### src/rtl/mac_periph.sv
module mac_periph #(
  parameter int W = 16
) (
  input  logic         clk,
  input  logic         rst_n,
  input  logic [2:0]   bus_addr,
  input  logic         bus_re,
  input  logic [1:0]   bus_we,
  input  logic [W-1:0] bus_wdata,
  output logic [W-1:0] bus_rdata
);
  localparam int RW = 2 * W;
  localparam int HB = W / 2;

  logic [W-1:0] op1, op2, res_lo, res_hi, ext;
  logic [1:0]   mode;
  logic         start;

  logic         wr;
  logic [W-1:0] wval;
  assign wr   = |bus_we;
  assign wval = (bus_we == 2'b11) ? bus_wdata :
                bus_we[0] ? {{(W-HB){1'b0}}, bus_wdata[HB-1:0]} :
                            {{(W-HB){1'b0}}, bus_wdata[W-1:HB]};

  logic op1_wr, op2_wr, lo_wr, hi_wr;
  assign op1_wr = wr && !bus_addr[2];
  assign op2_wr = wr && bus_addr == 3'd4;
  assign lo_wr  = wr && bus_addr == 3'd5;
  assign hi_wr  = wr && bus_addr == 3'd6;

  logic signed [W:0]      a_x, b_x;
  logic signed [2*W+1:0]  prod_full;
  logic [RW-1:0]          prod, acc_in;
  logic [RW:0]            sum;
  logic [W-1:0]           ext_nx;

  assign a_x       = {mode[0] & op1[W-1], op1};
  assign b_x       = {mode[0] & op2[W-1], op2};
  assign prod_full = a_x * b_x;
  assign prod      = prod_full[RW-1:0];
  assign acc_in    = mode[1] ? {res_hi, res_lo} : '0;
  assign sum       = {1'b0, acc_in} + {1'b0, prod};

  always_comb begin
    case (mode)
      2'd0:    ext_nx = '0;
      2'd2:    ext_nx = {{(W-1){1'b0}}, sum[RW]};
      default: ext_nx = {W{sum[RW-1]}};
    endcase
  end

  always_ff @(posedge clk or negedge rst_n) begin
    if (!rst_n) begin
      op1 <= '0; op2 <= '0; mode <= '0; start <= 1'b0;
    end else begin
      start <= op2_wr;
      if (op1_wr) begin
        op1  <= wval;
        mode <= bus_addr[1:0];
      end
      if (op2_wr) op2 <= wval;
    end
  end

  always_ff @(posedge clk or negedge rst_n) begin
    if (!rst_n) begin
      res_lo <= '0; res_hi <= '0; ext <= '0;
    end else if (start) begin
      res_lo <= sum[W-1:0];
      res_hi <= sum[RW-1:W];
      ext    <= ext_nx;
    end else begin
      if (lo_wr) res_lo <= wval;
      if (hi_wr) res_hi <= wval;
    end
  end

  always_comb begin
    bus_rdata = '0;
    if (bus_re) begin
      case (bus_addr)
        3'd0, 3'd1, 3'd2, 3'd3: bus_rdata = op1;
        3'd4:    bus_rdata = op2;
        3'd5:    bus_rdata = res_lo;
        3'd6:    bus_rdata = res_hi;
        default: bus_rdata = ext;
      endcase
    end
  end

  p_umul_r6: assert property (@(posedge clk) disable iff (!rst_n)
    start && mode == 2'd0 |=> {res_hi, res_lo} ==
      ({{W{1'b0}}, $past(op1)} * {{W{1'b0}}, $past(op2)}) && ext == '0);

  p_sign_ext_r7: assert property (@(posedge clk) disable iff (!rst_n)
    start && mode[0] |=> ext == {W{res_hi[W-1]}});

  p_carry_form_r8: assert property (@(posedge clk) disable iff (!rst_n)
    start && mode == 2'd2 |=> ext == '0 || ext == {{(W-1){1'b0}}, 1'b1});

  p_ext_ro_r11: assert property (@(posedge clk) disable iff (!rst_n)
    !start |=> $stable(ext));

  p_mode_hold_r10: assert property (@(posedge clk) disable iff (!rst_n)
    !(wr && !bus_addr[2]) |=> $stable(mode));

  p_rd_idle_r12: assert property (@(posedge clk) disable iff (!rst_n)
    !bus_re |-> bus_rdata == '0);
endmodule

### config.mk
export PLATFORM = sky130hd
export DESIGN_NAME = mac_periph
export DESIGN_NICKNAME = d
export VERILOG_FILES = /design/src/rtl/mac_periph.sv
export SDC_FILE = /design/constraint.sdc
export NUM_CORES = 1
export LEC_CHECK = 0
export BUFFER_PORTS_ARGS = -buffer_cell sky130_fd_sc_hd__buf_2
export CAP_MARGIN = 15
export CORE_UTILIZATION = 48
export CTS_CLUSTER_DIAMETER = 30
export DETAILED_ROUTE_END_ITERATION = 16
export GPL_TIMING_DRIVEN = 0
export PLACE_DENSITY = 0.65
export RECOVER_POWER = 100
export SYNTH_ARGS = -nofsm -noshare
export SYNTH_HDL_FRONTEND = slang
export SYNTH_SLANG_ARGS = --single-unit
### constraint.sdc
create_clock -name clk -period 18.36 [get_ports clk]
set_input_delay 0 -clock clk [delete_from_list [all_inputs] [get_ports clk]]
set_output_delay 0 -clock clk [all_outputs]
set_load 0.02 [all_outputs]
Word level (Yosys, flattened, before mapping). Index checks and enable logic that the tools add are counted.

Bits in registers: 83. Input bits: 24. Output and inout bits: 16. Word-level logic and storage cells: 40.

Reductions and logical operators: 11. Bitwise gates (word level): 2. Equality and inequality tests: 8. Mux-type cells: 10. Multipliers: 1. Add/subtract/negate cells: 1.

Operator list (count): $mux 16 (6); $pmux 16 s4 (1); $add 32x32->33 (1); $mul 17x17->32 (1); $mux 32 (1); $pmux 16 s2 (1); $eq 3x3->1 const B (3); $mux 8 (1); $eq 3x2->1 const B (2); $eq 2x2->1 const B (2); $logic_and 1x1->1 (4); $reduce_bool 2->1 (2); $reduce_or 4->1 (1); $eq 3x1->1 const B (1); $logic_not 3->1 (1); $and 1x1->1 (2); $logic_not 2->1 (1); $reduce_or 2->1 (1); $logic_not 1->1 (1).

Logic depth before layout (Yosys ltp). Gate-level depths: netlist (run 1).

Word-level depth: 4. Mapped depth: 33.

Worst setup path before layout (run 1). No wires, ideal clock.

Path type: register to register. From: register op2[2]. To: register res_hi[13]. Buffers on the path: 2. Data arrival time: 7.371 ns. Cell stages (with the launch flop): 30. Data required time: 18.223 ns. Period minus slack after synthesis: 7.508 ns. Path slack: 10.852 ns. Cells stage by stage: dfrtp_1 clkbuf_1 clkbuf_1 nand2_1 fa_1 fa_1 fa_1 fa_1 inv_1 fa_1 inv_1 fa_1 inv_1 ha_1 and3_1 o21ai_0 o21ai_0 a21oi_1 o21bai_1 a31o_2 a21oi_1 xnor2_1 ha_1 a21oi_1 o21ai_0 o41ai_1 o21ai_0 a31oi_1 xor2_1 a21oi_1.

Longest elaborated chain between the ends: 3.

Ends and longest elaborated chain: start: declaration (RTL line 15) `logic [W-1:0] op1, op2, res_lo, res_hi, ext;`; start signal: assignment (RTL line 62) `if (op2_wr) op2 <= wval;`; $mul 17x17->32 (RTL line 40) `assign prod_full = a_x * b_x;`; $add 32x32->33 (RTL line 43) `assign sum = {1'b0, acc_in} + {1'b0, prod};`; $mux 16 (RTL line 69) `end else if (start) begin`; end signal: assignment (RTL line 71) `res_hi <= sum[RW-1:W];`; end signal: assignment (RTL line 75) `if (hi_wr) res_hi <= wval;`; end: declaration (RTL line 15).

No other way between the ends. A chain may end at the register's enable or synchronous reset.

Final worst setup path (run 1).
From: register op2[8]. To: register res_hi[13].

The elaborated chain is that of the path after synthesis.

==> results of run 1 <==
## logic make-up after synthesis
family | Yosys count | synth area share (%)
flops | 69 | 11.0
compound gates | 299 | 12.2
fa+ha+maj | 397 | 45.3
mux | 18 | 1.20
xor+xnor | 68 | 3.81
buf+inv | 428 | 10.3
simple gates | 518 | 16.1
## state kept, by name, summed over array words and instances (netlist names)
| signal | count |
|---|---|
| res_lo | 16 |
| res_hi | 16 |
| op1 | 16 |
| mode | 2 |
| ext | 2 |
| start | 1 |
| op2 | 16 |
## layer usage
layer  share of wire (%)  global-route usage [%]  vias up
li1                    -                       -     5748
met1                  43                    43.5     6507
met2                  46                    47.7      527
met3                 8.4                    4.05       79
met4                 2.9                    9.18        0
met5                   0                       0        -
## cell usage in the layout, fill, tap and decap left out, drive strengths merged, types with 12 or more instances in the layout
cell and n:
or3 16, a21oi 105, inv 327, o21ai 64, a21o 16, xnor2 46, and3 13, buf 22
and2 165, mux2i 12, fa 283, clkbuf 130, nor2 75, xor2 22, a211oi 21, dfrtp 69
nand2 206, a22oi 13, a22o 16, ha 114, nand3 12
## final timing paths
| path | start | end | slack [ns] | cells past startpoint |
|---|---|---|---|---|
| min in group asynchronous | rst_n | res_hi[12]$_DFFE_PN0P_ | 0.59 | 3 |
| max in group asynchronous | rst_n | res_hi[5]$_DFFE_PN0P_ | 14.52 | 3 |
| setup reg to reg | op2[8]$_DFFE_PN0P_ | res_hi[13]$_DFFE_PN0P_ | 8.86 | 28 |
| setup / recovery | op2[8]$_DFFE_PN0P_ | res_hi[13]$_DFFE_PN0P_ | 8.86 | 28 |
| hold reg to reg | ext[14]$_DFFE_PN0P_ | ext[14]$_DFFE_PN0P_ | 0.54 | 2 |
| hold / removal | bus_wdata[9] | op2[9]$_DFFE_PN0P_ | 0.04 | 2 |
## metrics by stage
step | utilization [%] | cell area (µm²) | hold slack (ns) | worst slack [ns] | total power, W
after detailed placement | 51.6 | 16400 | -0.185 | 9.15 | 0.00217
after CTS | 52.8 | 16800 | 0.0119 | 9.08 | 0.00237
final | 52.7 | 16700 | 0.0427 | 8.86 | 0.00238
after global routing | 52.7 | 16700 | 0.0244 | 8.51 | 0.00260
after global placement | 51.5 | 16400 | 0.287 | 9.26 | 0.00215
after floorplan | - | 15600 | -0.296 | 10.85 | 0.00164
## timing repair
action                    in CTS  in global routing
hold buffers                   9                  0
buffers inserted               0                  0
hold endpoints to repair      83                  0
## power breakdown
group | leakage, nW | internal (W) | switching, W | total [W]
Combinational | 7.13 | 0.000741 | 0.00122 | 0.00196
Clock | 0.142 | 0.000109 | 0.0000732 | 0.000182
Sequential | 0.872 | 0.000196 | 0.0000372 | 0.000233
## area by class of cell
cell class	instances	area (µm²)	area share, %
clock buffers	11	243	1.45
multi-input cells	1300	12300	73.5
repair buffers	48	265	1.58
plain buffers	102	383	2.29
flip-flops and latches	69	1730	10.3
inverters	326	1220	7.31
well taps	435	544	3.25
clock inverters	5	58.8	0.351
==> results.tsv, run 1 <==
metric	value	unit
power_density	142	nW/µm²
stdcell_count	2296	
drt_iter0_drc	1110	
nets	2277	
area_growth	7.02	%
synth_most_common_cell	inv_1	
crit_type	reg2reg	
critPathLaunchType	flip-flop	
grt_pass1_wl	75.6	mm
synthesis.nets	2218	
rows	65	
drt-wirelength-per-cell	20.9	µm
grt_pass1_vias	13055	
synth-seq-cells	69	
synth_top_area_share	36.2	%
cts_tree	done	
maxCapViolCount	1	
status	complete, but fails checks	
wl	47.9	mm
power_leakage	8.14	nW
period_minus_slack	9.50	ns
port_buffers	38	
post-place-cells	2271	
drt_first_pass_iters	5	
failed_checks	max-capacitance violations, max-slew violations	
ant_nets	0	
synth_top_cell_by_area	fa_1	
worst-path-max-fanout	10	
cts_buffers	9	
clk_latency	0.35	ns
report.final.slew_viol_count	67	
clock_path_buffers	2	
drive_gt1_share	2.85	%
worstSetupEndpointType	flip-flop	
dp.final_hpwl	38.2	mm
cts_resized	0	
cp_slowest_stage_delay	1.05	ns
crit_family	adder cells	
synth_area_per_cell	8.71	µm²
critPathSlowestCell	o41ai_1	
ir_drop	0.105	mV
hold_viol	0	
critPathBufInv	8	
ys.flop_type	dfrtp_1	
start_util	49.2	%
worst_ep_required_time	18.56	ns
die_h	183	µm
synth_edf_count	0	
ys_async_sr_fraction	100	%
drc	0	
grt_overflow	0	
cts-root-buf	clkbuf_16	
diodes	0	
finalCritPeriodShare	51.7	%
track_usage	30.3	%
core	31800	µm²
slew_headroom	-156	%
viasPerCell	5.60	
synthCells	1797	
ys_seq_area_share	11.0	%
antenna_found_initial	4	
synth_common_cells	326 x inv_1, 283 x fa_1, 206 x nand2_1, 165 x and2_1, 114 x ha_1	
finClkSkew	0.00629	ns
cp.arrival	9.70	ns
die_w	183	µm
gp_congestion	0.971	
clkTransAtPathRegs	0.06	ns
max_freq	105	MHz
die_area	33300	µm²
synth_area_leaders	fa_1 36%, dfrtp_1 11%, ha_1 9.1%, inv_1 7.8%, and2_1 6.6%	
ys_types	57	
routed-via-count	12861	
cp_common_cell	fa_1	
hold_path_class	in2reg	
yosys_warnings	0	
grt_max_degree	67	
io_pins	40	
rsz0062_at_grt	false	
final.fill_count	2999	
netlist_area	15600	µm²
cts.sinks	69	
htree_levels	3	
setup_tns	0	ns
finalSetupViolCount	0	
worst_pin_slew	3.83	ns
(Power assumes the default switching activity.)
==> run 2: changes to the inputs <==
--- a/config.mk
+++ b/config.mk
@@ -11,7 +11,7 @@
 export CTS_CLUSTER_DIAMETER = 30
 export DETAILED_ROUTE_END_ITERATION = 16
 export GPL_TIMING_DRIVEN = 0
-export PLACE_DENSITY = 0.65
+export PLACE_DENSITY = 0.67
 export RECOVER_POWER = 100
 export SYNTH_ARGS = -nofsm -noshare
 export SYNTH_HDL_FRONTEND = slang
==> constraint.sdc (replaced) <==
create_clock -name clk -period 8.65 [get_ports clk]
set_input_delay 0 -clock clk [delete_from_list [all_inputs] [get_ports clk]]
set_output_delay 0 -clock clk [all_outputs]
set_load 0.02 [all_outputs]
==> run 2 against run 1 <==
Compared with the run above:
- the run still ends with max-capacitance violations, max-slew violations left
- count of clock-buffer cells in the layout down 1
- flip-flop and latch count unchanged
- core utilization down 0.059 points
- maximum frequency up 15%
- routed wire length down 0.47%
- setup slack worse by 8.5 ns
- combinational power up 110%
- global-route usage about the same
- power up 110%
- first-iteration DRC count down 8.5%
- highest routed layer unchanged
==> results.tsv, run 2 (synthesized netlist as in run 1, its figures left out) <==
metric	value	unit	change
power_leakage	8.18	nW	+0.47%
dp.final_hpwl	38.7	mm	+1.2%
multi_input_area	12400	µm²	+0.43%
die_w	183	µm	unchanged
worst-path-max-fanout	10		unchanged
nets	2249		-1.2%
setup_tns	0	ns	unchanged
clk_latency	0.34	ns	about the same
final_common_cell	inv_1		
maxCapViolCount	1		unchanged
final.fill_count	3067		+2.3%
grt_pass1_vias	13421		+2.8%
finClkSkew	0.00327	ns	-0.00302 ns
ant_nets	0		unchanged
clock_path_buffers	2		unchanged
worst_ep_required_time	8.84	ns	-9.72 ns
routed-via-count	12827		-0.26%
slew_headroom	-147	%	+8.3 points
crit_type	reg2reg		
grt_pass1_wl	75.5	mm	-0.13%
grt_overflow	0		unchanged
cp_common_cell	fa_1		
cp_slowest_stage_delay	0.61	ns	-0.44 ns
finalCritPeriodShare	95.9	%	+44 points
hold_path_class	in2reg		
period_minus_slack	8.29	ns	-1.20 ns
power_density	304	nW/µm²	+110%
mostFrequentLayoutCells	325 x inv_1, 282 x fa_1, 206 x nand2_1		
ir_drop	0.184	mV	+74%
clkTransAtPathRegs	0.06	ns	about the same
post-route-util	52.6	%	-0.059 points
antenna_found_initial	2		-2
gp_congestion	0.978		+0.76%
critPathLaunchType	flip-flop		
core	31800	µm²	unchanged
viasPerCell	5.66		+0.97%
wl	47.7	mm	-0.47%
finalSetupViolCount	0		unchanged
track_usage	30.3	%	about the same
io_pins	40		unchanged
failed_checks	max-capacitance violations, max-slew violations		
start_util	49.2	%	unchanged
drc	0		unchanged
max_freq	121	MHz	+15%
hold_viol	0		unchanged
p_total	0.00509	W	+110%
drive_gt1_share	6.11	%	+3.3 points
die_area	33300	µm²	unchanged
area_growth	6.90	%	
seqCellArea	1750	µm²	+1.2%
drt_first_pass_iters	5		unchanged
worst_pin_slew	3.71	ns	-0.124 ns
cts_tree	done		
cts_buffers	9		unchanged
die_h	183	µm	unchanged
cts.sinks	69		unchanged
drt_iter0_drc	1016		-8.5%
worstSetupEndpointType	flip-flop		
drt-wirelength-per-cell	21.0	µm	+0.76%
port_buffers	38		unchanged
rr_worst_depth	28		unchanged
grt_max_degree	66		-1.5%
diodes	0		unchanged
cp.arrival	8.49	ns	-1.21 ns
rows	65		unchanged
cts-root-buf	clkbuf_16		
critPathSlowestCell	dfrtp_1		
status	complete, but fails checks		
htree_levels	3		unchanged
report.final.slew_viol_count	66		-1.5%
hold_depth	2		unchanged
==> run 2: repair_timing <==
item,4_1_cts,5_1_grt
setup buffers,0,1
setup endpoints to repair,10,9
pin swaps,0,1
gates resized for setup,28,52
hold endpoints to repair,79,0
hold buffers,7,0
==> run 2: area by class of cell <==
class / instances / share of cell area [%]
inverters: 326 / 7.34
well taps: 435 / 3.25
plain buffers: 75 / 1.99
clock inverters: 6 / 0.239
flip-flops and latches: 69 / 10.4
multi-input cells: 1300 / 73.9
clock buffers: 10 / 1.37
repair buffers: 47 / 1.51
==> run 2: worst paths after layout <==
kind | from | to | slack [ns]
worst max-delay path | op2[6]$_DFFE_PN0P_ | res_hi[14]$_DFFE_PN0P_ | 0.36
worst min-delay path | bus_wdata[10] | op2[10]$_DFFE_PN0P_ | 0.03
worst max register to register | op2[6]$_DFFE_PN0P_ | res_hi[14]$_DFFE_PN0P_ | 0.36
worst min register to register | ext[14]$_DFFE_PN0P_ | ext[14]$_DFFE_PN0P_ | 0.53
max in group asynchronous | rst_n | op1[5]$_DFFE_PN0P_ | 4.68
min in group asynchronous | rst_n | res_lo[10]$_DFFE_PN0P_ | 0.59
==> run 2: power by group <==
part	switching [W]	leakage [nW]	internal [W]	total, W
Clock	0.000150	0.120	0.000193	0.000343
Combinational	0.00257	7.21	0.00161	0.00418
Sequential	0.000148	0.850	0.000416	0.000564
==> run 2: metrics by stage <==
stage / instance area [µm²] / instances / hold slack (ns) / worst slack, ns
floorplan: 15600 / 1797 / -0.296 / 1.14
global placement: 16400 / 2270 / 0.289 / -0.525
detailed placement: 16400 / 2271 / -0.181 / -0.641
CTS: 16700 / 2275 / 0.00795 / 0.0512
global route: 16700 / 2268 / 0.00516 / -0.000488
finish: 16700 / 2268 / 0.0256 / 0.355
==> run 2: worst max-delay path, delay by kind of cell, from the launching register on <==
family / cells / cell delay (ns)
xor+xnor: 2 / 0.33
simple gates: 3 / 0.56
mux: 1 / 0.10
compound gates: 8 / 2.11
buf+inv: 6 / 0.66
fa+ha+maj: 8 / 3.77
flops: 1 / 0.61
==> run 2: metal layers <==
metal / share of wire [%] / wire, µm / vias to the layer above / GRT usage, %
met1: 41 / 19600 / 6449 / 41.1
met4: 3.8 / 1800 / 0 / 10.7
met3: 9.0 / 4280 / 102 / 5.13
met2: 46 / 22000 / 585 / 49.1
li1: - / - / 5691 / -
met5: 0 / 0 / - / 0
